## config.mk

```make
export PLATFORM = sky130hd
export DESIGN_NAME = qb_bank
export DESIGN_NICKNAME = d
export VERILOG_FILES = /design/src/rtl/qb_pkg.sv /design/src/rtl/qb_write_ctrl.sv /design/src/rtl/qb_queue.sv /design/src/rtl/qb_bank.sv
export SDC_FILE = /design/constraint.sdc
export NUM_CORES = 2
export LEC_CHECK = 0
export CAP_MARGIN = 20
export CORE_MARGIN = 2
export CORE_UTILIZATION = 29
export CTS_BUF_LIST = sky130_fd_sc_hd__clkbuf_16
export CTS_CLUSTER_SIZE = 25
export DETAILED_ROUTE_END_ITERATION = 16
export REMOVE_ABC_BUFFERS = 1
export SLEW_MARGIN = 40
export SYNTH_ARGS = -nofsm -noshare
export SYNTH_HDL_FRONTEND = slang
export SYNTH_HIERARCHICAL = 1
export SYNTH_SLANG_ARGS = --single-unit
```

## constraint.sdc

```tcl
create_clock -name clk -period 8.7 [get_ports clk]
set_input_delay 2.175 -clock clk [delete_from_list [all_inputs] [get_ports clk]]
set_output_delay 2.175 -clock clk [all_outputs]
set_load 0.05 [all_outputs]
```

## src/rtl/qb_pkg.sv

```systemverilog
package qb_pkg;
    localparam int SLICE_W    = 10;
    localparam int NUM_Q      = 4;
    localparam int MAX_SLICES = 4;
    localparam int WIDE_W     = SLICE_W * MAX_SLICES;
    localparam int SEL_W      = $clog2(NUM_Q);
    localparam int NENT_W     = $clog2(MAX_SLICES) + 1;

    typedef enum logic [1:0] {
        ST_LOAD  = 2'd0,
        ST_DEMUX = 2'd1,
        ST_BCAST = 2'd2
    } wr_state_t;
endpackage

```

## src/rtl/qb_write_ctrl.sv

```systemverilog
module qb_write_ctrl
    import qb_pkg::*;
(
    input  logic              clk,
    input  logic              rst_n,
    input  logic              cfg_bcast,
    input  logic [1:0]        cfg_width,
    input  logic              cfg_fwft,
    input  logic              wr_en,
    input  logic [SEL_W-1:0]  wr_sel,
    input  logic [NUM_Q-1:0]  q_room,
    input  logic [NUM_Q-1:0]  q_prst,
    output logic [NUM_Q-1:0]  q_go,
    output logic [NENT_W-1:0] n_ent,
    output logic              mode_fwft
);
    wr_state_t  state, state_nx;
    logic       bcast_q;
    logic [1:0] width_q;
    logic       fwft_q;

    // state register and settings capture
    always_ff @(posedge clk) begin
        if (!rst_n) begin
            state   <= ST_LOAD;
            bcast_q <= cfg_bcast;
            width_q <= cfg_width;
            fwft_q  <= cfg_fwft;
        end else begin
            state   <= state_nx;
        end
    end

    always_comb begin
        state_nx = state;
        unique case (state)
            ST_LOAD:  state_nx = bcast_q ? ST_BCAST : ST_DEMUX;
            ST_DEMUX: state_nx = ST_DEMUX;
            ST_BCAST: state_nx = ST_BCAST;
            default:  state_nx = ST_LOAD;
        endcase
    end

    // output process: write grants per queue
    always_comb begin
        q_go = '0;
        unique case (state)
            ST_LOAD: q_go = '0;
            ST_DEMUX: begin
                if (wr_en && q_room[wr_sel] && !q_prst[wr_sel])
                    q_go[wr_sel] = 1'b1;
            end
            ST_BCAST: begin
                if (wr_en && (&q_room) && !(|q_prst))
                    q_go = '1;
            end
            default: q_go = '0;
        endcase
    end

    always_comb begin
        unique case (width_q)
            2'd0:    n_ent = NENT_W'(1);
            2'd1:    n_ent = NENT_W'(2);
            default: n_ent = NENT_W'(MAX_SLICES);
        endcase
    end

    assign mode_fwft = fwft_q;

    AST_DEMUX_ONEHOT: assert property (@(posedge clk) disable iff (!rst_n)
        (state == ST_DEMUX) |-> $onehot0(q_go));
    AST_BCAST_ALL_OR_NONE: assert property (@(posedge clk) disable iff (!rst_n)
        (state == ST_BCAST) |-> (q_go == '0 || q_go == '1));
    AST_BCAST_PRST_BLOCKS: assert property (@(posedge clk) disable iff (!rst_n)
        (state == ST_BCAST && (|q_prst)) |-> (q_go == '0));
    AST_LOAD_NO_WRITE: assert property (@(posedge clk) disable iff (!rst_n)
        (state == ST_LOAD) |-> (q_go == '0));
    AST_CFG_STABLE: assert property (@(posedge clk) disable iff (!rst_n)
        (state != ST_LOAD) |-> $stable(width_q));
endmodule

```

## src/rtl/qb_queue.sv

```systemverilog
module qb_queue
    import qb_pkg::*;
#(
    parameter int DEPTH  = 16,
    parameter int AE_OFF = 2,
    parameter int AF_OFF = 2
) (
    input  logic               clk,
    input  logic               rst_n,
    input  logic               prst,
    input  logic               fwft,
    input  logic               wr_go,
    input  logic [NENT_W-1:0]  n_ent,
    input  logic [WIDE_W-1:0]  wr_data,
    output logic               q_room,
    input  logic               rd_en,
    output logic [SLICE_W-1:0] rd_data,
    output logic               empty,
    output logic               full,
    output logic               aempty,
    output logic               afull
);
    localparam int AW = $clog2(DEPTH);
    localparam int CW = AW + 1;

    logic [SLICE_W-1:0] mem [DEPTH];
    logic [AW-1:0]      wptr, rptr;
    logic [CW-1:0]      cnt;
    logic [SLICE_W-1:0] rd_q;
    logic               do_rd, do_wr;

    assign do_rd  = rd_en && !empty && !prst;
    assign do_wr  = wr_go && !prst;
    assign q_room = (CW'(DEPTH) - cnt) >= CW'(n_ent);

    // storage: up to MAX_SLICES entries per write, low slice first
    always_ff @(posedge clk) begin
        if (do_wr) begin
            for (int i = 0; i < MAX_SLICES; i++) begin
                if (NENT_W'(i) < n_ent)
                    mem[wptr + AW'(i)] <= wr_data[i*SLICE_W +: SLICE_W];
            end
        end
    end

    always_ff @(posedge clk) begin
        if (!rst_n) begin
            wptr <= '0;
            rptr <= '0;
            cnt  <= '0;
            rd_q <= '0;
        end else if (prst) begin
            wptr <= '0;
            rptr <= '0;
            cnt  <= '0;
        end else begin
            if (do_rd) begin
                rptr <= rptr + AW'(1);
                rd_q <= mem[rptr];
            end
            if (do_wr)
                wptr <= wptr + AW'(n_ent);
            cnt <= cnt + (do_wr ? CW'(n_ent) : CW'(0)) - (do_rd ? CW'(1) : CW'(0));
        end
    end

    assign rd_data = fwft ? mem[rptr] : rd_q;
    assign empty   = (cnt == '0);
    assign full    = (cnt == CW'(DEPTH));
    assign aempty  = (cnt <= CW'(AE_OFF));
    assign afull   = (cnt >= CW'(DEPTH - AF_OFF));

    AST_NO_OVERFLOW: assert property (@(posedge clk) disable iff (!rst_n)
        cnt <= CW'(DEPTH));
    AST_GRANT_HAS_ROOM: assert property (@(posedge clk) disable iff (!rst_n)
        wr_go |-> q_room);
    AST_PRST_EMPTIES: assert property (@(posedge clk) disable iff (!rst_n)
        prst |=> empty);
    AST_EMPTY_READ_IGNORED: assert property (@(posedge clk) disable iff (!rst_n)
        (rd_en && empty && !wr_go && !prst) |=> empty);
endmodule

```

## src/rtl/qb_bank.sv

```systemverilog
module qb_bank
    import qb_pkg::*;
#(
    parameter int DEPTH  = 16,
    parameter int AE_OFF = 2,
    parameter int AF_OFF = 2
) (
    input  logic              clk,
    input  logic              rst_n,
    input  logic              cfg_bcast,
    input  logic [1:0]        cfg_width,
    input  logic              cfg_fwft,
    input  logic              wr_en,
    input  logic [1:0]        wr_sel,
    input  logic [39:0]       wr_data,
    input  logic [3:0]        q_prst,
    input  logic [3:0]        rd_en,
    output logic [39:0]       rd_data,
    output logic [3:0]        q_empty,
    output logic [3:0]        q_full,
    output logic [3:0]        q_aempty,
    output logic [3:0]        q_afull,
    output logic              sel_empty,
    output logic              sel_full
);
    logic [NUM_Q-1:0]  q_go;
    logic [NUM_Q-1:0]  q_room;
    logic [NENT_W-1:0] n_ent;
    logic              mode_fwft;

    qb_write_ctrl u_ctrl (
        .clk       (clk),
        .rst_n     (rst_n),
        .cfg_bcast (cfg_bcast),
        .cfg_width (cfg_width),
        .cfg_fwft  (cfg_fwft),
        .wr_en     (wr_en),
        .wr_sel    (wr_sel),
        .q_room    (q_room),
        .q_prst    (q_prst),
        .q_go      (q_go),
        .n_ent     (n_ent),
        .mode_fwft (mode_fwft)
    );

    for (genvar g = 0; g < NUM_Q; g++) begin : g_q
        qb_queue #(
            .DEPTH  (DEPTH),
            .AE_OFF (AE_OFF),
            .AF_OFF (AF_OFF)
        ) u_queue (
            .clk     (clk),
            .rst_n   (rst_n),
            .prst    (q_prst[g]),
            .fwft    (mode_fwft),
            .wr_go   (q_go[g]),
            .n_ent   (n_ent),
            .wr_data (wr_data),
            .q_room  (q_room[g]),
            .rd_en   (rd_en[g]),
            .rd_data (rd_data[g*SLICE_W +: SLICE_W]),
            .empty   (q_empty[g]),
            .full    (q_full[g]),
            .aempty  (q_aempty[g]),
            .afull   (q_afull[g])
        );
    end

    assign sel_empty = q_empty[wr_sel];
    assign sel_full  = q_full[wr_sel];
endmodule

```

# After elaboration in Yosys (flattened, before gate mapping)
# Memory sizes are Yosys's and may differ from the RTL's. A register that Yosys moved wholly into a read port is not among the register bits.
# Cells that the tools add are included.
# classes
add_sub_neg,32
mul,0
div,0
order_cmp,18
n_eq_ne,7
n_shift,0
muxes,72
bitwise,5
reduce_logical,43
# ops
operator,n
two-way mux 1 bit,45
two-way mux 10 bit,4
two-way mux 4 bit,10
adder 4 x 1 -> 4 bit (second input constant),8
adder 4 x 2 -> 4 bit (second input constant),8
adder 5 bit,4
== test 5 bit (second input constant),4
>= comparator 5 x 3 -> 1 bit,4
>= comparator 5 x 4 -> 1 bit (second input constant),4
<= comparator 5 x 2 -> 1 bit (second input constant),4
logical NOT 5 bit,4
subtractor 5 bit,4
subtractor 5 bit (first input constant),4
logical AND 1 bit,17
adder 4 x 3 -> 4 bit,4
two-way mux 3 bit,4
logical NOT 1 bit,10
binary-select mux 1 bit (select 2 bit),4
case mux 4 bit (2 select lines),1
AND reduction 2 bit,4
OR reduction 2 bit,4
less-than comparator 1 x 3 -> 1 bit (first input constant),2
less-than comparator 2 x 3 -> 1 bit (first input constant),2
case mux 2 bit (3 select lines),1
11 further kinds,17
# totals
ff_bits,98
latch_bits,0
ramBits,640
romBits,0
input_bits,57
out_inout_bits,58
memories,4
# memory_table
name,depth,word_bits,read_ports,rd_clocked_by_memory_dff,wr,line_no,source
g_q[0].u_queue.mem,16,10,1,1,4,qb_queue.sv:26,logic [SLICE_W-1:0] mem [DEPTH];
g_q[1].u_queue.mem,16,10,1,1,4,qb_queue.sv:26,
g_q[2].u_queue.mem,16,10,1,1,4,qb_queue.sv:26,
g_q[3].u_queue.mem,16,10,1,1,4,qb_queue.sv:26,

# Logic depth before layout (Yosys ltp)
# depth
depth_word,13
mapped_depth,21

# Cells and area by module
# Netlist, hierarchy kept.
# modules_own_cells
module,instances,cells_per_inst,area_each_um2,seq_area_each_um2
qb_queue at g_q[2].u_queue ...,2,1480,13778.2,5345.1
qb_queue at g_q[0].u_queue,1,1514,13990.9,5345.1
qb_queue at g_q[1].u_queue,1,1434,13608.1,5345.1
qb_write_ctrl,1,37,360.3,160.2
qb_bank,1,2,52.6,0.0

# Worst setup path before layout
# OpenSTA, ideal clock, no wires.
# synth_path
path_type,input to register
start,input q_prst[0]
end,"memory g_q[1].u_queue.mem[15][0], enable pin"
setup_ns,0.391
arrival_time_ns,4.811
setup_slack_ns,3.498
stages,11
path_cell_list,nand3b_1 -> or4_4 -> o31ai_1 -> buf_2 -> nor2b_1 -> buf_2 -> nand2_1 -> or4_1 -> and2_1 -> clkbuf_1 -> o21ai_0
# synth_rtl
element,line_no,source
"start, declared",qb_bank.sv:16,"input logic [3:0] q_prst,"
"end, declared",qb_queue.sv:26,

==> flow_summary.json <==
{
  "outcome": "complete, no violations",
  "crit_required_ps": 9030,
  "drtPass1Iterations": 8,
  "final_cell_mix": "644 x edfxtp_1, 642 x nand2_1, 578 x nor2_1, 264 x o21ai_0, 252 x a211oi_1",
  "synthTopCellsByArea": "edfxtp_1 35%, mux4_2 6.5%, nand2_1 4.4%",
  "hold_depth": 2,
  "row_count": 160,
  "setup_tns_ps": 0,
  "synth_top_family_by_area": "compound AO/OA/AOI/OAI gates",
  "die_area_um2": 195000,
  "die_x_um": 442,
  "internal-power_mw": 6.51,
  "drive_gt1_share_pct": 14.8,
  "hold_class": "reg2reg",
  "skew_ps": 32.8,
  "ys_seq_area_share_pct": 38.8,
  "synthCells": 5947,
  "antenna_left": 0,
  "design.core.area_um2": 190000,
  "synth_top_area_share_pct": 34.8,
  "cts_tree": "done",
  "path_depth": 11,
  "place_area_um2": 58600,
  "wl_mm": 261,
  "grt.total_usage_pct": 25.6,
  "io_pins": 115,
  "cellLeakagePower_nw": 20.9,
  "switching_share_pct": 29.4,
  "worstSetupPathType": "in2reg",
  "r2r_cells": 17,
  "power.switching_mw": 2.71,
  "cpPeakStageDelay_ps": 810,
  "period_share_pct": 78.8,
  "endpoint_kind": "register",
  "setup_viol": 0,
  "multi_input_area_um2": 31200,
  "drc_errors": 0,
  "synth-simple-area-share_pct": 17.8,
  "layout.cells.most_common": "edfxtp_1",
  "syn_area_um2": 55600,
  "syn_area_per_cell_um2": 9.34,
  "synth_compound_area_share_pct": 22.6,
  "cp_max_fo": 12,
  "crit_chain": "clkdlybuf4s50_1 > nand2b_1 > or3_1 > a21oi_1 > buf_4 > and3b_1 > inv_1 > nor2_2 > nand3_1 > and2_1 > nand3b_1",
  "initial_utilization_pct": 29.2,
  "nNetsFinal": 5817,
  "antenna_found_initial": 14,
  "place_inst": 8076,
  "fillers": 19400,
  "dp_hpwl_mm": 172,
  "rsz0062_at_grt": "false",
  "seqPwrFrac_pct": 43.1,
  "cts.clk_slew.worst_paths_ps": 60,
  "overflow": 0,
  "ys_seq_elements": 754,
  "slowest_stage": "clkdlybuf4s50_1",
  "insertion_delay_ps": 720,
  "slew_violations": 0,
  "place.gp.congestion": 1.02,
  "cts_setup_buffers": 0,
  "regArea_um2": 21600,
  "synthAdderAreaFrac_pct": 2.25,
  "cts-hold-fix-buffers": 0,
  "tightest_slew_ps": 979,
  "min_period_ps": 6860,
  "dr.first_iter.drc_count": 9010,
  "cts_buffer_depth": 3,
  "first_global_vias": 50100,
  "clock_sinks": 754,
  "drv_cap": 0,
  "synth.yosys.warnings": 6,
  "cts_resized": 0,
  "ys.flop_type": "edfxtp_1",
  "power_density_nw_per_um2": 150,
  "cts_buffers": 86,
  "clockPowerShare_pct": 40.6,
  "clock-root-buffer": "clkbuf_16",
  "dieHeight_um": 442,
  "portBuffers": 114,
  "syn_to_final_growth_pct": 10.8,
  "fmax_mhz": 146,
  "synth.area.mux_share_pct": 11.3,
  "synth.largest_area_cell": "edfxtp_1",
  "postSynth.asyncResetShare_pct": 0,
  "ir_worst_vdd_mv": 0.127,
  "worstSetupStartpointType": "input pin",
  "viasPerCell": 6.50,
  "crit_family": "simple AND/OR/NAND/NOR gates",
  "hold_violations": 0,
  "arrival_ps": 7190,
  "synth_xor_area_share_pct": 1.31,
  "stdcell_area_um2": 61600,
  "grt_max_degree": 54,
  "yosys.cell_types.count": 115,
  "wl_per_cell_um": 31.7,
  "cts_htree_levels": 3,
  "grt_first_pass_wirelength_mm": 371,
  "synth_edf_count": 644,
  "slew_headroom_pct": 34.6,
  "power_frac_comb_pct": 16.3,
  "final_cells": 8251,
  "cp.buffers_inverters": 3,
  "num_vias": 53600
}
-- layer usage --
metal,GRT usage (%),vias up,share of wire (%)
met2,38.0,4444,42
li1,-,22200,-
met1,33.0,25900,37
met5,0,-,0.026
met3,6.79,1025,13
met4,16.0,10,7.3
-- final timing paths --
kind                                from                   endpoint  slack, ps
setup / recovery               q_prst[2]  g_q[0].u_queue/mem[15][4]       1840
hold / removal    g_q[2].u_queue/rptr[3]     g_q[2].u_queue/rptr[3]        500
setup reg to reg       u_ctrl/width_q[1]  g_q[0].u_queue/mem[15][4]       1990
hold reg to reg   g_q[2].u_queue/rptr[3]     g_q[2].u_queue/rptr[3]        500
-- registers in the layout (all words and copies together) (netlist names), named ones only --
signal            flops
g_q.u_queue/wptr     16
u_ctrl/mode_fwft      1
u_ctrl/bcast_q        1
g_q.u_queue/rptr     16
g_q.u_queue/mem     640
g_q.u_queue/rd_q     40
u_ctrl/width_q        2
u_ctrl/state          2
g_q.u_queue/cnt      20
-- power by group through the flow --
stage	combinational (mW)	sequential, mW	clock [mW]
floorplan	0.691	4.06	0
global placement	1.42	4.05	0
detailed placement	1.44	4.05	0
CTS	1.45	3.98	3.76
global route	1.54	3.98	3.90
finish	1.50	3.98	3.74
-- layout make-up --
cell class	instances	share of cell area [%]
clock buffers	93	3.78
repair buffers	295	3.95
flip-flops and latches	754	35.0
diodes	4	0.0163
well taps	2511	5.10
clock inverters	66	0.807
multi-input cells	4414	50.6
inverters	114	0.695
-- cell usage after synthesis (97+ instances only) --
cell      instances
nand3_1         136
a21oi_1         207
mux4_2          160
o31ai_1         209
nor2_1          582
nand2_1         644
o22ai_1         158
a22oi_1          97
dfxtp_1         110
and3_1          205
clkbuf_1        394
mux2i_1         179
a211oi_1        252
o21ai_0         265
buf_2           145
inv_1           109
nor3_1          138
edfxtp_1        644
-- worst min-delay path, cell delays in order (launching register included) --
cell     delay (ps)
dfxtp_1         320
xor2_1           80
nor2_1           70
-- through the flow --
step           hold WS [ps]  util, %  power, mW  setup WS (ps)
5_1_grt                 537     32.4       9.41           1790
6_report                502     32.4       9.22           1840
3_5_place_dp            493     30.8       5.50           1050
2_1_floorplan           449        -       4.76           1950
4_1_cts                 507     32.3       9.19           1760
3_3_place_gp            461     30.6       5.47           1370
-- kinds of logic (layout without fill, tap and decap cells) --
logic type,after synthesis,count (layout)
mux,417,417
simple gates,2048,2048
buf+inv,779,568
fa+ha+maj,95,95
other cells,0,4
xor+xnor,71,71
compound gates,1783,1783
flops,754,754
No activity file was read; power rests on OpenSTA's default activity.
